==> src/rtl/scan_pkg.sv <==
package scan_pkg;

  typedef enum logic [3:0] {
    ST_RESET, ST_IDLE,
    ST_SEL_DR, ST_CAP_DR, ST_SH_DR, ST_EX1_DR, ST_PA_DR, ST_EX2_DR, ST_UPD_DR,
    ST_SEL_IR, ST_CAP_IR, ST_SH_IR, ST_EX1_IR, ST_PA_IR, ST_EX2_IR, ST_UPD_IR
  } tap_state_e;

  typedef enum logic [1:0] {
    PATH_BYP,
    PATH_ID,
    PATH_BND
  } dr_path_e;

  localparam int IR_W = 3;
  localparam logic [IR_W-1:0] OP_IDENT    = 3'd1;
  localparam logic [IR_W-1:0] OP_SAMPLE_Z = 3'd2;
  localparam logic [IR_W-1:0] OP_SAMPLE   = 3'd4;
  localparam logic [IR_W-1:0] IR_CAPTURE  = 3'b001;

  function automatic dr_path_e path_of(input logic [IR_W-1:0] op);
    dr_path_e p;
    case (op)
      OP_IDENT:              p = PATH_ID;
      OP_SAMPLE_Z, OP_SAMPLE: p = PATH_BND;
      default:               p = PATH_BYP;
    endcase
    return p;
  endfunction

endpackage

==> src/rtl/tap_fsm.sv <==
module tap_fsm
  import scan_pkg::*;
(
  input  logic       clk,
  input  logic       rst_n,
  input  logic       mode_sel,
  output tap_state_e state_q
);

  tap_state_e state_d;

  always_comb begin
    state_d = state_q;
    case (state_q)
      ST_RESET:  state_d = mode_sel ? ST_RESET  : ST_IDLE;
      ST_IDLE:   state_d = mode_sel ? ST_SEL_DR : ST_IDLE;
      ST_SEL_DR: state_d = mode_sel ? ST_SEL_IR : ST_CAP_DR;
      ST_CAP_DR: state_d = mode_sel ? ST_EX1_DR : ST_SH_DR;
      ST_SH_DR:  state_d = mode_sel ? ST_EX1_DR : ST_SH_DR;
      ST_EX1_DR: state_d = mode_sel ? ST_UPD_DR : ST_PA_DR;
      ST_PA_DR:  state_d = mode_sel ? ST_EX2_DR : ST_PA_DR;
      ST_EX2_DR: state_d = mode_sel ? ST_UPD_DR : ST_SH_DR;
      ST_UPD_DR: state_d = mode_sel ? ST_SEL_DR : ST_IDLE;
      ST_SEL_IR: state_d = mode_sel ? ST_RESET  : ST_CAP_IR;
      ST_CAP_IR: state_d = mode_sel ? ST_EX1_IR : ST_SH_IR;
      ST_SH_IR:  state_d = mode_sel ? ST_EX1_IR : ST_SH_IR;
      ST_EX1_IR: state_d = mode_sel ? ST_UPD_IR : ST_PA_IR;
      ST_PA_IR:  state_d = mode_sel ? ST_EX2_IR : ST_PA_IR;
      ST_EX2_IR: state_d = mode_sel ? ST_UPD_IR : ST_SH_IR;
      ST_UPD_IR: state_d = mode_sel ? ST_SEL_DR : ST_IDLE;
      default:   state_d = ST_RESET;
    endcase
  end

  always_ff @(posedge clk or negedge rst_n) begin
    if (!rst_n) state_q <= ST_RESET;
    else        state_q <= state_d;
  end

  // checker: run length of consecutive high mode-select samples, saturating
  logic [2:0] ones_run;
  always_ff @(posedge clk or negedge rst_n) begin
    if (!rst_n)                 ones_run <= 3'd0;
    else if (!mode_sel)         ones_run <= 3'd0;
    else if (ones_run != 3'd5)  ones_run <= ones_run + 3'd1;
  end

  a_r1_five_ones_reset: assert property (@(posedge clk) disable iff (!rst_n)
    (ones_run == 3'd5) |-> (state_q == ST_RESET));

  a_r2_shift_entry: assert property (@(posedge clk) disable iff (!rst_n)
    (state_q == ST_SH_DR) |-> ($past(state_q) inside {ST_CAP_DR, ST_SH_DR, ST_EX2_DR}));

endmodule

==> src/rtl/scan_ir.sv <==
module scan_ir
  import scan_pkg::*;
(
  input  logic            clk,
  input  logic            rst_n,
  input  tap_state_e      state,
  input  logic            din,
  output logic [IR_W-1:0] ir_q,
  output logic            ir_msb
);

  logic [IR_W-1:0] sh_q, sh_d, ir_d;
  logic            sh_en, ir_en;

  always_comb begin
    sh_en = (state == ST_CAP_IR) || (state == ST_SH_IR);
    sh_d  = (state == ST_CAP_IR) ? IR_CAPTURE : {sh_q[IR_W-2:0], din};
    ir_en = (state == ST_RESET) || (state == ST_UPD_IR);
    ir_d  = (state == ST_RESET) ? OP_IDENT : sh_q;
  end

  always_ff @(posedge clk or negedge rst_n) begin
    if (!rst_n)     sh_q <= IR_CAPTURE;
    else if (sh_en) sh_q <= sh_d;
  end

  always_ff @(posedge clk or negedge rst_n) begin
    if (!rst_n)     ir_q <= OP_IDENT;
    else if (ir_en) ir_q <= ir_d;
  end

  assign ir_msb = sh_q[IR_W-1];

  a_r4_capture_pattern: assert property (@(posedge clk) disable iff (!rst_n)
    ($past(state) == ST_CAP_IR) |-> (sh_q == 3'b001));

  a_r4_latch_only_on_update: assert property (@(posedge clk) disable iff (!rst_n)
    !$stable(ir_q) |-> ($past(state) inside {ST_UPD_IR, ST_RESET}));

  a_r5_reset_ident: assert property (@(posedge clk) disable iff (!rst_n)
    ($past(state) == ST_RESET) |-> (ir_q == 3'd1));

endmodule

==> src/rtl/scan_dr.sv <==
module scan_dr
  import scan_pkg::*;
#(
  parameter int         BND_W = 70,
  parameter int         PAD_W = 5,
  parameter int         ID_W  = 32,
  parameter logic [3:0] REV   = 4'h0,
  localparam int        LIVE_W = BND_W - PAD_W
) (
  input  logic              clk,
  input  logic              rst_n,
  input  tap_state_e        state,
  input  dr_path_e          path,
  input  logic              din,
  input  logic [LIVE_W-1:0] pins,
  output logic              dr_msb
);

  localparam logic [ID_W-1:0] ID_WORD =
    {REV, 16'h0000, 11'b000_0111_0001, 1'b1};

  logic [BND_W-1:0] cap_vec;

  for (genvar c = 0; c < BND_W; c++) begin : g_cell
    if (c < LIVE_W) begin : g_live
      assign cap_vec[c] = pins[c];
    end else begin : g_pad
      assign cap_vec[c] = 1'b0;
    end
  end

  logic             cap, sft;
  logic             byp_q, byp_d, byp_en;
  logic [ID_W-1:0]  id_q, id_d;
  logic             id_en;
  logic [BND_W-1:0] bnd_q, bnd_d;
  logic             bnd_en;

  always_comb begin
    cap    = (state == ST_CAP_DR);
    sft    = (state == ST_SH_DR);
    byp_en = (cap || sft) && (path == PATH_BYP);
    id_en  = (cap || sft) && (path == PATH_ID);
    bnd_en = (cap || sft) && (path == PATH_BND);
    byp_d  = cap ? 1'b0    : din;
    id_d   = cap ? ID_WORD : {id_q[ID_W-2:0], din};
    bnd_d  = cap ? cap_vec : {bnd_q[BND_W-2:0], din};
  end

  always_ff @(posedge clk or negedge rst_n) begin
    if (!rst_n)      byp_q <= 1'b0;
    else if (byp_en) byp_q <= byp_d;
  end

  always_ff @(posedge clk or negedge rst_n) begin
    if (!rst_n)     id_q <= '0;
    else if (id_en) id_q <= id_d;
  end

  always_ff @(posedge clk or negedge rst_n) begin
    if (!rst_n)      bnd_q <= '0;
    else if (bnd_en) bnd_q <= bnd_d;
  end

  always_comb begin
    case (path)
      PATH_ID:  dr_msb = id_q[ID_W-1];
      PATH_BND: dr_msb = bnd_q[BND_W-1];
      default:  dr_msb = byp_q;
    endcase
  end

  a_r7_bypass_captures_zero: assert property (@(posedge clk) disable iff (!rst_n)
    ($past(state) == ST_CAP_DR && $past(path) == PATH_BYP) |-> (byp_q == 1'b0));

  a_r8_ident_low_bits: assert property (@(posedge clk) disable iff (!rst_n)
    ($past(state) == ST_CAP_DR && $past(path) == PATH_ID) |-> (id_q[11:0] == 12'h0E3));

  a_r9_fillers_zero: assert property (@(posedge clk) disable iff (!rst_n)
    ($past(state) == ST_CAP_DR && $past(path) == PATH_BND) |-> (bnd_q[BND_W-1 -: PAD_W] == '0));

endmodule

==> src/rtl/scan_port.sv <==
module scan_port
  import scan_pkg::*;
#(
  parameter int         BND_W = 70,
  parameter int         PAD_W = 5,
  parameter logic [3:0] REV   = 4'h0
) (
  input  logic                   test_clk,
  input  logic                   test_rst_n,
  input  logic                   test_mode_sel,
  input  logic                   test_din,
  input  logic [BND_W-PAD_W-1:0] pin_cap,
  output logic                   test_dout,
  output logic                   test_dout_en,
  output logic                   pins_hiz
);

  // reset: asserted asynchronously, released on the second rising edge
  logic [1:0] rst_sync;
  always_ff @(posedge test_clk or negedge test_rst_n) begin
    if (!test_rst_n) rst_sync <= 2'b00;
    else             rst_sync <= {rst_sync[0], 1'b1};
  end
  logic rst_n;
  assign rst_n = rst_sync[1];

  tap_state_e      state;
  logic [IR_W-1:0] ir_cur;
  logic            ir_msb, dr_msb;
  dr_path_e        path;

  tap_fsm u_fsm (
    .clk      (test_clk),
    .rst_n    (rst_n),
    .mode_sel (test_mode_sel),
    .state_q  (state)
  );

  scan_ir u_ir (
    .clk    (test_clk),
    .rst_n  (rst_n),
    .state  (state),
    .din    (test_din),
    .ir_q   (ir_cur),
    .ir_msb (ir_msb)
  );

  assign path = path_of(ir_cur);

  scan_dr #(.BND_W(BND_W), .PAD_W(PAD_W), .REV(REV)) u_dr (
    .clk    (test_clk),
    .rst_n  (rst_n),
    .state  (state),
    .path   (path),
    .din    (test_din),
    .pins   (pin_cap),
    .dr_msb (dr_msb)
  );

  // falling-edge retiming of the serial output and its enable
  logic dout_d, en_d;
  always_comb begin
    en_d   = (state == ST_SH_DR) || (state == ST_SH_IR);
    dout_d = (state == ST_SH_IR) ? ir_msb : dr_msb;
  end

  always_ff @(negedge test_clk or negedge rst_n) begin
    if (!rst_n) begin
      test_dout    <= 1'b0;
      test_dout_en <= 1'b0;
    end else begin
      test_dout    <= dout_d;
      test_dout_en <= en_d;
    end
  end

  assign pins_hiz = (ir_cur == OP_SAMPLE_Z);

  a_r3_enable_only_in_shift: assert property (@(posedge test_clk) disable iff (!rst_n)
    test_dout_en |-> (state inside {ST_SH_DR, ST_SH_IR}));

  a_r3_quiet_on_rising_edge: assert property (@(posedge test_clk) disable iff (!rst_n)
    $stable(test_dout_en) || (state inside {ST_SH_DR, ST_SH_IR, ST_EX1_DR, ST_EX1_IR}));

  a_r10_float_tracks_code: assert property (@(posedge test_clk) disable iff (!rst_n)
    $rose(pins_hiz) |-> ($past(state) == ST_UPD_IR));

endmodule

==> config.mk <==
export PLATFORM = sky130hd
export DESIGN_NAME = scan_port
export DESIGN_NICKNAME = d
export VERILOG_FILES = /design/src/rtl/scan_pkg.sv /design/src/rtl/tap_fsm.sv /design/src/rtl/scan_ir.sv /design/src/rtl/scan_dr.sv /design/src/rtl/scan_port.sv
export SDC_FILE = /design/constraint.sdc
export NUM_CORES = 1
export LEC_CHECK = 0
export BUFFER_PORTS_ARGS = -buffer_cell sky130_fd_sc_hd__buf_2
export CORE_ASPECT_RATIO = 0.9
export CORE_MARGIN = 8
export CORE_UTILIZATION = 62
export DETAILED_ROUTE_END_ITERATION = 10
export GPL_ROUTABILITY_DRIVEN = 1
export PLACE_DENSITY_LB_ADDON = 0.05
export SYNTH_ARGS = -nofsm -noshare
export SYNTH_HDL_FRONTEND = slang
export SYNTH_SLANG_ARGS = --single-unit
==> constraint.sdc <==
create_clock -name test_clk -period 6.2 [get_ports test_clk]
set_input_delay 0.62 -clock test_clk [delete_from_list [all_inputs] [get_ports test_clk]]
set_output_delay 0.62 -clock test_clk [all_outputs]
set_load 0.05 [all_outputs]
==> flow_summary.toml <==
[synthesis]
postSynthAreaPerCell_sq_um = 10.16
synthesis.area_sq_mm = 0.005499
synth-seq-cells = 117
synthCells = 541
synth_warnings = 0
ys_types = 46
syn-num-nets = 613
synthArstFlopShare_pct = 100.0
ys_seq_area_share_pct = 53.29
synth_top_flop_cell = "dfrtp_1"
synth_edf_count = 0

[sta]
hold_violations = 0
rsz0062_at_grt = "no"
slew_violations = 0
tns_ns = 0
slew_headroom_pct = 24.13
setup-violations-final = 0
worstMarginPinSlew_ns = 1.138
finalClockSkew_ns = 0.06884

[global_routing]
grt_pass1_wl_microns = 18130
grt_max_degree = 111
antenna_found_initial = 0
grt_pass1_vias = 3914
grt_use_total_pct = 18.72
grt_overflow = 0

[floorplan]
core_sq_mm = 0.008608
fp.dieH_microns = 105.3
start_util_pct = 63.88
die_w_microns = 115.3
die_area_sq_mm = 0.01214
ios = 72
rows = 32

[routing]
firstDrtPassIters = 4
routedWlPerCell_microns = 14.32
via_count = 3847
drc = 0
ant_nets = 0
vias_per_cell = 5.284
drt_iter0_drc = 197
drt-total-wl_microns = 10430

[final_layout]
layout.nets = 668
drive_above_1_share_pct = 23.48
final_common_cell = "nand2_1"
diodes = 0
layout_common_cells = "nand2_1, dfrtp_1, buf_2, mux2i_1, o21ai_1"
syn_to_final_growth_pct = 15.22

[power]
p_total_mw = 2.404
vdd_ir_drop_max_uv = 288.8
powerDensity_mw_per_mm2 = 379.4
p_leak_nw = 2.915

[clock_tree]
clock_path_buffers = 2
cts_buffers = 17
htree_levels = 4
cts_tree = "done"
clock_latency_ns = 0.52
cts.sinks = 117
cts-root-buf = "clkbuf_8"
clk_pin_slew_ns = 0.06

[worst_setup_path]
critical_path_required_ns = 3.39
path_max_fanout = 4
critPathKind = "reg -> reg"
cp_data_arrival_time_ns = 2.36
crit_path_start_kind = "register"
end_kind = "register"

[placed_design]
port_buffers = 71
dp_hpwl_microns = 6744
place.gp.congestion = 0.7591

[status]
status = "finished clean"

[run]
drv_cap = 0

[min_path]
min_path_type = "reg -> async"
[power by group]
part | switching [mW] | leakage (nW) | total [mW] | internal, mW
clock | 0.328 | 0.274 | 0.915 | 0.587
combinational | 0.307 | 1.38 | 0.513 | 0.206
sequential | 0.112 | 1.26 | 0.975 | 0.864
total | 0.747 | 2.92 | 2.40 | 1.66
[final cells by class]
| cell class | count | area (sq um) |
|---|---|---|
| clock buffers | 22 | 452.9 |
| clock inverters | 10 | 105.1 |
| fillers | 634 | 2272 |
| inverters | 8 | 30.03 |
| multi-input cells | 376 | 2270 |
| flip-flops and latches | 117 | 2934 |
| well taps | 119 | 148.9 |
| repair buffers | 76 | 395.4 |
[worst max-delay path, stage by stage, from the launching register on]
cell,delay (ns)
dfstp_2,0.52
inv_1,0.07
or3_1,0.36
ha_1,0.32
a221oi_1,0.22
a221oi_1,0.10
a31o_2,0.26
[what timing repair did]
item                                    CTS  global route
hold buffers                              1             0
endpoints found under the hold margin     2             0
endpoints found under the setup margin    0             0
setup buffers                             0             0
gates resized for setup                   0             0
[layer usage]
layer / GRT usage (%) / routed length (microns) / vias up
met4: 8.435 / 214 / 0
met5: 0 / 0 / -
li1: - / - / 1961
met2: 27.16 / 4788 / 78
met3: 6.845 / 538 / 23
met1: 24.56 / 4887 / 1785
[registers in the layout, summed over array words and instances (netlist names)]
| name | cells |
|---|---|
| test_dout_en | 1 |
| test_dout | 1 |
| u_dr.id_q | 32 |
| u_dr.bnd_q | 70 |
| u_ir.ir_q | 3 |
| u_dr.byp_q | 1 |
| u_ir.sh_q | 3 |
| rst_sync | 2 |
| u_fsm.state_q | 4 |
[synth_stat cells, drive strengths merged (2+ instances only)]
master  number  area (sq um)
nand2      142         533.0
dfrtp      113          2828
o21ai      112         695.7
mux2i       64         640.6
buf         24         196.4
clkbuf      16         76.32
nor2        11         41.29
inv          8         30.03
a21oi        7         35.03
nand3        4         20.02
a221oi       3         26.28
ha           3         37.54
o22ai        3         18.77
dfrtn        2         50.05
dfstp        2         52.55
nor3         2         10.01
nor3b        2         15.01
o211ai       2         15.01
or3          2         12.51
[stage by stage]
step / hold WS, ns / instances / setup slack [ns] / instance area [sq um] / utilization [%]
floorplan: 0.3244 / 541 / 1.250 / 5500 / -
global placement: 0.2605 / 695 / 1.170 / 5768 / 67.01
detailed placement: 0.2633 / 695 / 1.117 / 5768 / 67.01
CTS: 0.2690 / 728 / 1.028 / 6336 / 73.60
global route: 0.2991 / 728 / 0.9397 / 6336 / 73.60
finish: 0.2432 / 728 / 1.031 / 6336 / 73.60
[path summary, 6_finish.rpt]
check / to / slack, ns / cells after the start / start
worst max-delay path: test_dout$_DFF_NN0_ / 1.03 / 6 / u_ir.ir_q[0]$_DFFE_PN1P_
worst min-delay path: u_fsm.state_q[0]$_DFF_PN0_ / 0.24 / 0 / rst_sync[1]$_DFF_PN0_
worst max register to register: test_dout$_DFF_NN0_ / 1.03 / 6 / u_ir.ir_q[0]$_DFFE_PN1P_
worst min register to register: u_fsm.state_q[0]$_DFF_PN0_ / 0.24 / 0 / rst_sync[1]$_DFF_PN0_
max in group asynchronous: test_dout$_DFF_NN0_ / 2.58 / 0 / rst_sync[1]$_DFF_PN0_
min in group test_clk: u_dr.bnd_q[54]$_DFFE_PN0P_ / 0.38 / 3 / pin_cap[54]
[logic make-up after synthesis]
kind of cell               after synthesis  share of synthesized area [%]
DFF                                    117                          53.29
and+or+nand+nor                        172                          12.99
buffers and inverters                   48                          5.506
muxes                                   65                          11.85
xor gates and xnor gates                 2                         0.3186
adders and majority gates                3                         0.6827
AOI/OAI and AO/OA                      133                          15.29
other                                    1                        0.06819
Power figures use the tool's default switching activity.
